===== src/rtl/burst_pwm_pkg.sv =====
package burst_pwm_pkg;
  localparam int NumCh = 2;
  localparam int PerW  = 16;
  localparam int CodeW = 8;

  localparam logic [CodeW-1:0] CodeHiBase    = 8'h10;
  localparam logic [CodeW-1:0] CodeLoBase    = 8'h11;
  localparam logic [CodeW-1:0] CodeBurstBase = 8'h14;
  localparam logic [CodeW-1:0] CodeEnable    = 8'h1F;

  typedef struct packed {
    logic             tick;
    logic [NumCh-1:0] start;
    logic [NumCh-1:0] stop;
    logic [NumCh-1:0] wrHi;
    logic [NumCh-1:0] wrLo;
    logic [NumCh-1:0] wrBurst;
    logic [PerW-1:0]  data;
  } pwmStrobes_t;
endpackage


===== src/rtl/burst_pwm_ctrl.sv =====
module burst_pwm_ctrl
  import burst_pwm_pkg::*;
#(
  parameter int ClkHz  = 50_000_000,
  parameter int TickHz = 10_000
) (
  input  logic             clk,
  input  logic             rstN,
  input  logic             wrEn,
  input  logic [CodeW-1:0] wrCode,
  input  logic [PerW-1:0]  wrData,
  output pwmStrobes_t      strobes,
  output logic [NumCh-1:0] enMask
);
  localparam int Div   = ClkHz / TickHz;
  localparam int TickW = (Div > 2) ? $clog2(Div) : 1;

  logic [TickW-1:0] tickCnt;
  logic             tickNow;
  logic             maskWr;

  assign tickNow = (tickCnt == TickW'(Div - 1));

  always_ff @(posedge clk) begin
    if (!rstN)        tickCnt <= '0;
    else if (tickNow) tickCnt <= '0;
    else              tickCnt <= tickCnt + TickW'(1);
  end

  assign maskWr = wrEn && (wrCode == CodeEnable);

  always_ff @(posedge clk) begin
    if (!rstN)       enMask <= '0;
    else if (maskWr) enMask <= wrData[NumCh-1:0];
  end

  for (genvar n = 0; n < NumCh; n++) begin : gDecode
    localparam logic [CodeW-1:0] HiCode    = CodeHiBase + CodeW'(2 * n);
    localparam logic [CodeW-1:0] LoCode    = CodeLoBase + CodeW'(2 * n);
    localparam logic [CodeW-1:0] BurstCode = CodeBurstBase + CodeW'(n);
    assign strobes.wrHi[n]    = wrEn && (wrCode == HiCode);
    assign strobes.wrLo[n]    = wrEn && (wrCode == LoCode);
    assign strobes.wrBurst[n] = wrEn && (wrCode == BurstCode);
    assign strobes.start[n]   = maskWr && wrData[n] && !enMask[n];
    assign strobes.stop[n]    = maskWr && !wrData[n] && enMask[n];
  end

  assign strobes.tick = tickNow;
  assign strobes.data = wrData;

  AST_TICK_ONE_CYCLE: assert property (@(posedge clk) disable iff (!rstN)
    strobes.tick |=> !strobes.tick);
  AST_MASK_READBACK: assert property (@(posedge clk) disable iff (!rstN)
    maskWr |=> (enMask == $past(wrData[NumCh-1:0])));
  AST_MASK_HELD: assert property (@(posedge clk) disable iff (!rstN)
    !maskWr |=> $stable(enMask));
endmodule


===== src/rtl/burst_pwm_datapath.sv =====
module burst_pwm_datapath
  import burst_pwm_pkg::*;
(
  input  logic             clk,
  input  logic             rstN,
  input  pwmStrobes_t      strobes,
  output logic [NumCh-1:0] pwmOut,
  output logic [NumCh-1:0] running
);
  for (genvar n = 0; n < NumCh; n++) begin : gCh
    logic [PerW-1:0] hiReg, loReg, burstReg;
    logic [PerW-1:0] hiEff, loEff;
    logic [PerW-1:0] phaseCnt, cycCnt;
    logic            isHigh, run;
    logic            lastCycle;

    assign hiEff     = (hiReg == '0) ? PerW'(1) : hiReg;
    assign loEff     = (loReg == '0) ? PerW'(1) : loReg;
    assign lastCycle = (burstReg != '0) && ((cycCnt + PerW'(1)) == burstReg);

    always_ff @(posedge clk) begin
      if (!rstN) begin
        hiReg    <= '0;
        loReg    <= '0;
        burstReg <= '0;
      end else begin
        if (strobes.wrHi[n])    hiReg    <= strobes.data;
        if (strobes.wrLo[n])    loReg    <= strobes.data;
        if (strobes.wrBurst[n]) burstReg <= strobes.data;
      end
    end

    always_ff @(posedge clk) begin
      if (!rstN) begin
        run      <= 1'b0;
        isHigh   <= 1'b0;
        phaseCnt <= '0;
        cycCnt   <= '0;
      end else if (strobes.stop[n]) begin
        run    <= 1'b0;
        isHigh <= 1'b0;
      end else if (strobes.start[n]) begin
        run      <= 1'b1;
        isHigh   <= 1'b1;
        phaseCnt <= hiEff;
        cycCnt   <= '0;
      end else if (run && strobes.tick) begin
        if (phaseCnt != PerW'(1)) begin
          phaseCnt <= phaseCnt - PerW'(1);
        end else if (isHigh) begin
          isHigh   <= 1'b0;
          phaseCnt <= loEff;
        end else if (lastCycle) begin
          run <= 1'b0;
        end else begin
          isHigh   <= 1'b1;
          phaseCnt <= hiEff;
          cycCnt   <= cycCnt + PerW'(1);
        end
      end
    end

    assign pwmOut[n]  = run && isHigh;
    assign running[n] = run;

    AST_START_HIGH: assert property (@(posedge clk) disable iff (!rstN)
      strobes.start[n] |=> (pwmOut[n] && running[n]));
    AST_STOP_LOW: assert property (@(posedge clk) disable iff (!rstN)
      strobes.stop[n] |=> (!pwmOut[n] && !running[n]));
    AST_QUIET_STABLE: assert property (@(posedge clk) disable iff (!rstN)
      (!strobes.tick && !strobes.start[n] && !strobes.stop[n]) |=> $stable(pwmOut[n]));
    AST_PHASE_NONZERO: assert property (@(posedge clk) disable iff (!rstN)
      run |-> (phaseCnt != '0));
    AST_BURST_LIMIT: assert property (@(posedge clk) disable iff (!rstN)
      (run && burstReg != '0) |-> (cycCnt < burstReg));
  end
endmodule


===== src/rtl/burst_pwm_top.sv =====
module burst_pwm_top
  import burst_pwm_pkg::*;
#(
  parameter int ClkHz  = 50_000_000,
  parameter int TickHz = 10_000
) (
  input  logic        clk,
  input  logic        rstN,
  input  logic        wrEn,
  input  logic [7:0]  wrCode,
  input  logic [15:0] wrData,
  output logic [1:0]  pwmOut,
  output logic [1:0]  running,
  output logic [1:0]  enableMask,
  output logic        tickOut
);
  pwmStrobes_t strobes;

  burst_pwm_ctrl #(.ClkHz(ClkHz), .TickHz(TickHz)) i_ctrl (
    .clk     (clk),
    .rstN    (rstN),
    .wrEn    (wrEn),
    .wrCode  (wrCode),
    .wrData  (wrData),
    .strobes (strobes),
    .enMask  (enableMask)
  );

  burst_pwm_datapath i_datapath (
    .clk     (clk),
    .rstN    (rstN),
    .strobes (strobes),
    .pwmOut  (pwmOut),
    .running (running)
  );

  assign tickOut = strobes.tick;

  AST_DISABLED_LOW: assert property (@(posedge clk) disable iff (!rstN)
    (enableMask == 2'b00) |-> (pwmOut == 2'b00));
endmodule


===== config.mk =====
export PLATFORM = sky130hd
export DESIGN_NAME = burst_pwm_top
export DESIGN_NICKNAME = d
export VERILOG_FILES = /design/src/rtl/burst_pwm_pkg.sv /design/src/rtl/burst_pwm_ctrl.sv /design/src/rtl/burst_pwm_datapath.sv /design/src/rtl/burst_pwm_top.sv
export SDC_FILE = /design/constraint.sdc
export NUM_CORES = 1
export LEC_CHECK = 0
export ABC_AREA = 0
export CORE_ASPECT_RATIO = 0.8
export CORE_MARGIN = 4
export CORE_UTILIZATION = 45
export CTS_CLUSTER_SIZE = 12
export DETAILED_ROUTE_END_ITERATION = 7
export DONT_BUFFER_PORTS = 1
export GPL_ROUTABILITY_DRIVEN = 0
export GPL_TIMING_DRIVEN = 0
export HOLD_SLACK_MARGIN = 0.03
export PLACE_DENSITY_LB_ADDON = 0.05
export SETUP_SLACK_MARGIN = 0.1
export SYNTH_ARGS = -nofsm -noshare
export SYNTH_HDL_FRONTEND = slang
export SYNTH_SLANG_ARGS = --single-unit

===== constraint.sdc =====
create_clock -name clk -period 2.8 [get_ports clk]
set_input_delay 0.14 -clock clk [delete_from_list [all_inputs] [get_ports clk]]
set_output_delay 0.14 -clock clk [all_outputs]
set_load 0.005 [all_outputs]

After elaboration in Yosys (flattened, before gate mapping)
Index checks and enable logic that the tools add are counted.

operators by class
  bitwise operators = 3
  add/sub/neg operators = 5
  equal/unequal tests = 20
  multiplexer cells = 44
  reduce and logical (&&, ||, !) cells = 46

operators by type and width
  kind                                                                   count
  16-bit 2-to-1 mux                                                      24
  16-bit logical NOT                                                     4
  8-bit by 5-bit equality test with 1-bit output, second input constant  7
  16-bit by 1-bit adder with 16-bit output, second input constant        2
  16-bit equality test                                                   2
  16-bit by 1-bit != test with 1-bit output, second input constant       2
  16-bit nonzero test                                                    2
  16-bit by 1-bit subtractor with 16-bit output, second input constant   2
  1-bit logical AND                                                      21
  1-bit 2-to-1 mux                                                       20
  13-bit by 1-bit adder with 13-bit output, second input constant        1
  13-bit equality test, second input constant                            1
  2-bit != test, second input constant                                   6
  5-bit AND reduction                                                    2
  4-bit by 3-bit != test with 1-bit output, second input constant        2
  4-bit AND reduction                                                    2
  2-bit nonzero test                                                     4
  3-bit AND reduction                                                    2
  2-bit OR reduction                                                     3
  1-bit logical NOT                                                      4
  2-bit AND reduction                                                    2
  1-bit inverter                                                         3

storage, ports and cells
  logic and storage cells = 134
  output and inout port bits = 7
  flip-flop bits (word level) = 179
  bits of input ports = 27

Longest topological paths before layout
Gate-level depths: netlist of the first run.

  depth in word-level cells = 8
  depth in mapped cells = 12
  mapped depth without buffers = 9

Modules after synthesis
From an unflattened synthesis of the first run, not the netlist that was laid out.

unflattened totals
  cell total of the unflattened synthesis = 1169
  area, all modules = 9894.5 µm²

modules (own cells, without submodules)
  module              area each (µm²)  sequential area each (µm²)  times used  cells an instance
  burst_pwm_datapath  8972.4           3283.1                      1           1062
  burst_pwm_ctrl      922.1            300.3                       1           107

Worst setup path before layout of the first run
Ideal clock, no wire load.

  path kind = reg2reg
  start point = reg i_datapath.gCh[0].cycCnt[0]
  end point = reg i_datapath.gCh[0].phaseCnt[12]
  arrival time = 2.875 ns
  setup slack = -0.202 ns
  required time = 2.672 ns
  setup time = 0.128 ns
  path buffers = 3
  period minus slack after synthesis = 3.002 ns
  cell stages (with the launch flop) = 12
  cell sequence = dfxtp_1 ha_1 buf_2 nand3_1 clkbuf_1 nor4_1 xnor2_1 nand4_1 o41ai_2 buf_2 mux2i_1 nor2_1

on the way
  longest elaborated chain between the ends = 5

ends and longest elaborated chain
  element                                             RTL line                  text
  from (decl)                                         burst_pwm_datapath.sv:13  logic [PerW-1:0] phaseCnt, cycCnt;
  from (signal assigned)                              burst_pwm_datapath.sv:58  cycCnt <= cycCnt + PerW'(1);
  16-bit by 1-bit adder with 16-bit output            burst_pwm_datapath.sv:19  assign lastCycle = (burstReg != '0) && ((cycCnt + PerW'(1)) == burstReg);
  16-bit equality test                                burst_pwm_datapath.sv:19
  1-bit logical AND                                   burst_pwm_datapath.sv:19
  4-bit by 3-bit != test with 1-bit output (no line)  --
  3-bit AND reduction (no line)                       --
  to (signal assigned)                                burst_pwm_datapath.sv:45  phaseCnt <= hiEff;
  to (signal assigned)                                burst_pwm_datapath.sv:49  phaseCnt <= phaseCnt - PerW'(1);
  to (signal assigned)                                burst_pwm_datapath.sv:52  phaseCnt <= loEff;
  to (decl)                                           burst_pwm_datapath.sv:13

No other way between the ends.
A chain may end at the register's enable or synchronous reset.

Final worst setup path of the first run
  start point = reg i_ctrl.tickCnt[6]
  end point = reg i_datapath.gCh[0].cycCnt[13]

on the way
  longest elaborated chain between the ends = 4

ends and longest elaborated chain
  element                        RTL line                  text
  from (decl)                    burst_pwm_ctrl.sv:18      logic [TickW-1:0] tickCnt;
  from (signal assigned)         burst_pwm_ctrl.sv:27      else tickCnt <= tickCnt + TickW'(1);
  13-bit equality test           burst_pwm_ctrl.sv:22      assign tickNow = (tickCnt == TickW'(Div - 1));
  1-bit logical AND              burst_pwm_datapath.sv:47  end else if (run && strobes.tick) begin
  2-bit nonzero test (no line)   --
  5-bit AND reduction (no line)  --

No other way between the ends.

==> results of run 1 <==
worst max-delay path: cells and delay by family (launching register included):
family	cells	cell delay [ns]
AOI/OAI and AO/OA	1	0.13
buffers and inverters	2	0.30
DFF	1	0.36
and+or+nand+nor	4	1.96
sequential cells by signal (all words and copies together), names as in the netlist:
register	flops
i_datapath.gCh.loReg	32
i_datapath.gCh.isHigh	2
i_datapath.gCh.run	2
i_datapath.gCh.cycCnt	32
i_ctrl.enMask	2
i_datapath.gCh.phaseCnt	32
i_datapath.gCh.burstReg	32
i_ctrl.tickCnt	13
i_datapath.gCh.hiReg	32
metrics by stage:
step	util, %	worst slack [ns]	cell area (sq um)	TNS [ns]	std cells
2_1_floorplan	-	0.107	10000	0	1212
3_3_place_gp	48.1	-0.704	10400	-39.05	1512
3_5_place_dp	48.1	-0.687	10400	-36.06	1512
4_1_cts	54.3	-0.0805	11800	-0.672	1591
5_1_grt	56.3	-0.0931	12200	-1.24	1609
6_report	56.3	-0.0332	12200	-0.100	1609
cells by family (layout without fill, tap and decap cells):
| family | after synthesis | after routing | share of synthesized area, % |
|---|---|---|---|
| and+or+nand+nor | 508 | 508 | 26.3 |
| AOI/OAI and AO/OA | 230 | 230 | 15.4 |
| DFF | 179 | 179 | 35.9 |
| buffers and inverters | 110 | 206 | 4.41 |
| muxes | 108 | 108 | 10.8 |
| xor gates and xnor gates | 70 | 70 | 6.29 |
| adders and majority gates | 7 | 7 | 0.877 |
| other | 0 | 1 | 0 |
layout make-up:
cell class	instances	area share, %
Buffer	89	4.31
Antenna cell	1	0.0205
Tap cell	300	3.08
Clock inverter	12	0.872
Clock buffer	19	3.71
Multi-Input combinational cell	923	53.0
Inverter	21	0.646
Timing Repair Buffer	65	4.77
Sequential cell	179	29.6
what timing repair did:
item	in CTS	in global routing
hold endpoints to repair	86	0
resized for setup	98	92
hold buffers	15	0
setup endpoints to repair	68	66
cloned	3	1
setup buffers	30	16
pin swaps	48	32
cells in the mapped netlist, types with 5 or more instances:
master	number	area share (%)
nand4_1	23	1.4
inv_1	20	0.75
o221ai_1	5	0.44
nand3_1	46	2.3
o211ai_1	16	1.2
nand2b_1	14	0.88
o21ai_0	31	1.6
o22a_1	5	0.44
mux2i_1	108	11
nor3b_1	5	0.38
dfxtp_1	179	36
nor3_1	31	1.6
nor2_1	160	6.0
clkbuf_1	73	2.7
or3_1	13	0.81
o21a_1	5	0.38
o32ai_1	7	0.61
o22ai_1	21	1.3
ha_1	7	0.88
a211o_1	7	0.61
o31ai_1	6	0.45
nand4b_1	5	0.44
buf_2	9	0.45
a21oi_1	69	3.5
a31oi_1	6	0.38
and4_1	8	0.70
nor4_1	41	2.6
xor2_1	31	2.7
and2_1	6	0.38
nor2b_1	6	0.38
and3_1	18	1.1
xnor2_1	38	3.3
nand2_1	83	3.1
or4_1	18	1.4
a211oi_1	12	0.90
report_power, final:
group | switching [uW] | total (uW) | internal (uW)
registers | 6.35 | 2550 | 2550
logic | 144 | 197 | 53.4
clock network | 1100 | 2370 | 1270
total | 1250 | 5120 | 3870
path summary, 6_finish.rpt:
check                         start                           end  slack (ns)  cells past startpoint
hold reg to reg   i_ctrl.tickCnt[0]             i_ctrl.tickCnt[0]        0.47                      1
setup reg to reg  i_ctrl.tickCnt[6]  i_datapath.gCh[0].cycCnt[13]       -0.03                      7
setup / recovery  i_ctrl.tickCnt[6]  i_datapath.gCh[0].cycCnt[13]       -0.03                      7
hold / removal            wrData[1]              i_ctrl.enMask[1]        0.15                      3
layer usage:
layer  share of wire [%]  vias to the layer above  global-route usage, %
met2                  43                      381                   40.7
met3                 7.6                       52                   5.90
met4                 1.7                        4                   6.53
met5               0.063                        -                      0
met1                  48                     4731                   41.1
li1                    -                     4635                      -
==> results by group, run 1 <==
Timing
  • Unrepaired setup endpoints after global routing: yes
  • Maximum achievable frequency: 0.353 GHz
  • Worst hold slack: 0.148 ns
  • Setup Skew: 0.0107 ns
  • Final cycle utilization of the critical path: 101%
  • Hold violation count in the final report: 0
  • Worst setup margin: -0.0332 ns
  • Max-Slew Margin vs Limit: 35.8%
  • Final critical path time including I/O delays and setup: 2.83 ns
  • Final count of pins violating max slew: 0
  • Tightest Pin Transition: 0.962 ns
  • Setup violations, final: 10

Global routing
  • Vias in the first global route: 8851
  • Global-route usage over all layers: between 20% and 30%
  • Global-route wire length before repair: about 53 mm
  • Initial antenna violation count: 4
  • GRT overflow: 0
  • Maximum number of pins on one net before global-route repair: 17

Layout
  • Footprint of the flip-flops and latches: 3610 sq um
  • Leading cell types in the layout, fill and taps excluded: 166 x dfxtp_1, 160 x nor2_1, 107 x mux2i_1
  • Combined area of the multi-input logic cells: 6460 sq um
  • Net count, final: 1330
  • Ratio of cells with drive above 1 in the final layout: between 10% and 20%
  • Syn-to-layout area delta: 22.2%
  • FILL cells: 2035
  • Commonest non-fill, non-tap cell in the layout: dfxtp_1

Route
  • Vias after detailed routing: 9803
  • DR WL/cell: between 20 and 25 um
  • Initial DRT Pass Iterations: 5
  • Post-DRT Antenna Nets: 0
  • Initial drt markers: 880
  • DRC violation count after routing: 0
  • Aggregate routed wire length: 34.9 mm
  • Vias per cell: 6.09

Clocking
  • Number of clock buffers inserted by TritonCTS: 17
  • Clock tree root buffer cell: clkbuf_16
  • Maximum level of the CTS H-tree: 4
  • Clock latency reported for the late side of the worst-skew pair: 0.44 ns
  • Number of clock sinks: about 180
  • Clock-pin slew on the worst setup and hold paths: 0.07 ns
  • CTS tree: built
  • Number of buffers on the longest clock path: 2

Critical path
  • Critical Path, Cell by Cell: or4b_4 > or4_4 > buf_6 > or4_4 > buf_6 > or4_4 > a21oi_2
  • Most repeated library cell on the critical path: or4_4
  • Crit-path max cell delay: 0.53 ns
  • Critical Path Start Type: flip-flop
  • Slowest stage cell, crit path: or4b_4
  • Required time reported for the critical path endpoint: 3.17 ns
  • Crit Path Max Fanout: 6
  • Crit Path Category: reg -> reg
  • Setup crit end kind: flip-flop
  • Data arrival time of the worst path: 3.20 ns

Yosys
  • Number of unique standard cell types used by synthesis: between 70 and 80
  • Fraction of synthesis flops using an asynchronous set or reset pin: 0%
  • Number of flops mapped to enable cells by yosys: 0
  • Post-synth top flop: dfxtp_1
  • Synthesis Warnings: 0
  • Number of synthesized register bits: 179
  • Cells after Synth: around 1200
  • Fraction of the yosys area taken by sequential cells: 35.9%
  • Post-Syn Nets: between 1000 and 1500
  • Post-synthesis cell area: 9980 sq um
  • Post-Syn Area per Cell: around 8.2 sq um

Power
  • Maximum vdd ir drop: approximately 430 uV
  • Leakage component of the power: 0.00508 uW
  • Total power density per cell area: 420 nW/um^2
  • Overall power of the completed layout: approximately 5000 uW

Floorplanning
  • Number of rows created at floorplan: 48
  • I/O Pins: 34
  • Starting density of the core: 46.0%
  • Total core area: 21700 sq um
  • Horizontal die dimension: 175 um
  • Die extent in y: 141 um
  • Die Outline Area: 24600 sq um

Worst hold path
  • Kind of path behind the tightest hold check: in -> reg

Run
  • Maximum capacitance violations: 0

Status
  • Failing checks: negative setup slack
  • Run status: finished, violations left

Placed design
  • Detailed Place HPWL: approximately 24 mm
  • Count of port buffers added during placement: 0
Note: power is estimated with default switching activity, not from simulation.
==> run 2, diff against run 1 <==
==> constraint.sdc (replaced) <==
create_clock -name clk -period 3.48 [get_ports clk]
set_input_delay 0.174 -clock clk [delete_from_list [all_inputs] [get_ports clk]]
set_output_delay 0.174 -clock clk [all_outputs]
set_load 0.005 [all_outputs]
==> run 2 against run 1 <==
Against the previous run: the run now ends clean; critical path depth is 3 higher; power is 18% lower; non-clock buffer count is 40 lower; via count is 2.9% lower; hold slack better by 0.052 ns; final cell count is 2.4% lower; setup slack better by 0.24 ns; sequential power is 19% lower; first-iteration DRC count is 9.4% higher; combinational power is 21% lower; global-route usage is 0.36 points lower; critical endpoint is now i_datapath.gCh[1].phaseCnt[2].
==> results by group, run 2 (same netlist as run 1, synthesis figures left out) <==
Status
  • Run status: completed (was finished, violations left)

Timing
  • Unrepaired setup endpoints after global routing: yes (unchanged)
  • Final cycle utilization of the critical path: 94.1% (was 101%)
  • Setup Skew: 0.0121 ns (was 0.0107 ns)
  • Final critical path time including I/O delays and setup: 3.27 ns (was 2.83 ns)
  • Maximum achievable frequency: 0.305 GHz (was 0.353 GHz)
  • Max-Slew Margin vs Limit: 34.4% (was 35.8%)
  • Setup violations, final: 0 (was 10)
  • Total Neg Setup Slack: 0 ns (was -0.100 ns)
  • Tightest Pin Transition: 0.974 ns (was 0.962 ns)
  • Worst hold slack: 0.200 ns (was 0.148 ns)
  • Final count of pins violating max slew: 0 (unchanged)
  • Hold violation count in the final report: 0 (unchanged)

Critical path
  • Slowest stage cell, crit path: nor4_2 (was or4b_4)
  • Crit path max-delay family: simple AND/OR/NAND/NOR gates (unchanged)
  • Crit Path Max Fanout: 7 (was 6)
  • Most repeated library cell on the critical path: clkbuf_1 (was or4_4)
  • Required time reported for the critical path endpoint: 3.82 ns (was 3.17 ns)
  • Crit Path Category: reg -> reg (unchanged)
  • Critical Path, Cell by Cell: clkbuf_1 > nor4_2 > nand4b_1 > or3_1 > a211oi_1 > nand4_1 > buf_4 > and2_0 > clkbuf_1 > a221oi_1 (was or4b_4 > or4_4 > buf_6 > or4_4 > buf_6 > or4_4 > a21oi_2)
  • Critical Path Start Type: flip-flop (unchanged)
  • Setup crit end kind: flip-flop (unchanged)
  • Worst Path Buf+Inv: 3 (was 2)
  • Crit-path max cell delay: 0.58 ns (was 0.53 ns)
  • Data arrival time of the worst path: 3.62 ns (was 3.20 ns)

Power
  • Overall power of the completed layout: 4220 uW (was 5120 uW)
  • Leakage component of the power: 0.00467 uW (was 0.00508 uW)
  • Total power density per cell area: 371 nW/um^2 (was 420 nW/um^2)
  • Maximum vdd ir drop: 332 uV (was 432 uV)

Route
  • Initial DRT Pass Iterations: 5 (unchanged)
  • Initial drt markers: 963 (was 880)
  • DRC violation count after routing: 0 (unchanged)
  • Vias per cell: 6.06 (was 6.09)
  • DR WL/cell: 21.7 um (about the same)
  • Vias after detailed routing: 9518 (was 9803)
  • Post-DRT Antenna Nets: 0 (unchanged)
  • Aggregate routed wire length: 34.1 mm (was 34.9 mm)

Clocking
  • Number of clock buffers inserted by TritonCTS: 17 (unchanged)
  • Clock tree root buffer cell: clkbuf_16 (unchanged)
  • CTS tree: built (unchanged)
  • Number of clock sinks: 179 (unchanged)
  • Maximum level of the CTS H-tree: 4 (unchanged)
  • Number of buffers on the longest clock path: 2 (unchanged)
  • Clock-pin slew on the worst setup and hold paths: 0.07 ns (about the same)
  • Clock latency reported for the late side of the worst-skew pair: 0.45 ns (was 0.44 ns)

Layout
  • Syn-to-layout area delta: 14.0% (was 22.2%)
  • Final Util: 52.5% (was 56.3%)
  • Post-route cell area: 11400 sq um (was 12200 sq um)
  • Leading cell types in the layout, fill and taps excluded: 178 x dfxtp_1, 160 x nor2_1, 108 x mux2i_1 (was 166 x dfxtp_1, 160 x nor2_1, 107 x mux2i_1)
  • Net count, final: 1290 (was 1330)
  • FILL cells: 2105 (was 2035)
  • Commonest non-fill, non-tap cell in the layout: dfxtp_1 (unchanged)
  • Ratio of cells with drive above 1 in the final layout: 7.41% (was 16.4%)

Floorplanning
  • Number of rows created at floorplan: 48 (unchanged)
  • Starting density of the core: 46.0% (unchanged)
  • Die Outline Area: 24600 sq um (unchanged)
  • Die extent in y: 141 um (unchanged)
  • I/O Pins: 34 (unchanged)
  • Horizontal die dimension: 175 um (unchanged)
  • Total core area: 21700 sq um (unchanged)

Global routing
  • Maximum number of pins on one net before global-route repair: 17 (unchanged)
  • Global-route usage over all layers: 27.2% (was 27.5%)
  • Vias in the first global route: 8666 (was 8851)
  • Initial antenna violation count: 3 (was 4)
  • Global-route wire length before repair: 52.4 mm (was 53.0 mm)
  • GRT overflow: 0 (unchanged)

Placed design
  • Detailed Place HPWL: 24.8 mm (was 24.3 mm)
  • Count of port buffers added during placement: 0 (unchanged)
  • Area post-placement: 10400 sq um (about the same)

Run
  • Maximum capacitance violations: 0 (unchanged)

Worst hold path
  • Kind of path behind the tightest hold check: in -> reg (unchanged)
-- run 2: cell count changes in the layout (fill, tap and decap cells not counted), moves of 8 or more --
cell / before / now
a21oi_1: 59 / 69
a21oi_2: 10 / 0
buf_4: 43 / 12
buf_6: 14 / 1
clkbuf_1: 47 / 67
clkbuf_2: 14 / 6
dfxtp_1: 166 / 178
-- run 2: power breakdown --
group,internal [uW],switching [uW],leakage [uW]
clock,1120,887,0.000282
sequential,2050,5.39,0.00144
combinational,40.3,115,0.00294
total,3210,1010,0.00467
-- run 2: per-stage QoR --
stage / cells / setup WS (ns)
6_report: 1571 / 0.205
5_1_grt: 1570 / 0.0243
4_1_cts: 1565 / 0.0543
3_5_place_dp: 1512 / -0.560
3_3_place_gp: 1512 / -0.583
2_1_floorplan: 1212 / 0.478
-- run 2: path summary, 6_finish.rpt --
| check | to | depth (start not counted) | startpoint | slack, ns |
|---|---|---|---|---|
| worst min-delay path | i_datapath.gCh[0].loReg[0] | 4 | wrData[0] | 0.20 |
| worst min register to register | i_ctrl.tickCnt[0] | 1 | i_ctrl.tickCnt[0] | 0.46 |
| worst max-delay path | i_datapath.gCh[1].phaseCnt[2] | 10 | i_datapath.gCh[1].phaseCnt[4] | 0.21 |
| worst max register to register | i_datapath.gCh[1].phaseCnt[2] | 10 | i_datapath.gCh[1].phaseCnt[4] | 0.21 |
-- run 2: layout make-up --
class                           count  area [sq um]  area share [%]
Buffer                             89           375            3.30
Clock inverter                     11           126            1.11
Multi-Input combinational cell    923          6130            53.9
Timing Repair Buffer               25           225            1.98
Clock buffer                       21           470            4.14
Antenna cell                        2          5.00          0.0440
Inverter                           21          78.8           0.693
Tap cell                          300           375            3.30
Sequential cell                   179          3580            31.5
-- run 2: worst register-to-register path, cell delays in order, from the launching register on --
cell	delay, ns
dfxtp_1	0.30
clkbuf_1	0.18
nor4_2	0.58
nand4b_1	0.45
or3_1	0.53
a211oi_1	0.20
nand4_1	0.12
buf_4	0.18
and2_0	0.14
clkbuf_1	0.20
a221oi_1	0.30
-- run 2: what timing repair did --
action	CTS	global route
pin swaps	3	4
buffers inserted	6	4
gates cloned	0	0
resized for setup	17	24
hold buffers	15	0
endpoints found under the setup margin	56	64
hold endpoints to repair	86	0
-- run 2: metal layers --
| metal | part of all wire (%) | vias up | wire, um | GRT usage [%] |
|---|---|---|---|---|
| met4 | 1.6 | 2 | 537 | 6.07 |
| met3 | 7.1 | 40 | 2430 | 5.60 |
| met5 | 0.038 | - | 13 | 0 |
| met1 | 49 | 4576 | 16900 | 42.0 |
| met2 | 42 | 355 | 14200 | 38.7 |
| li1 | - | 4545 | - | - |
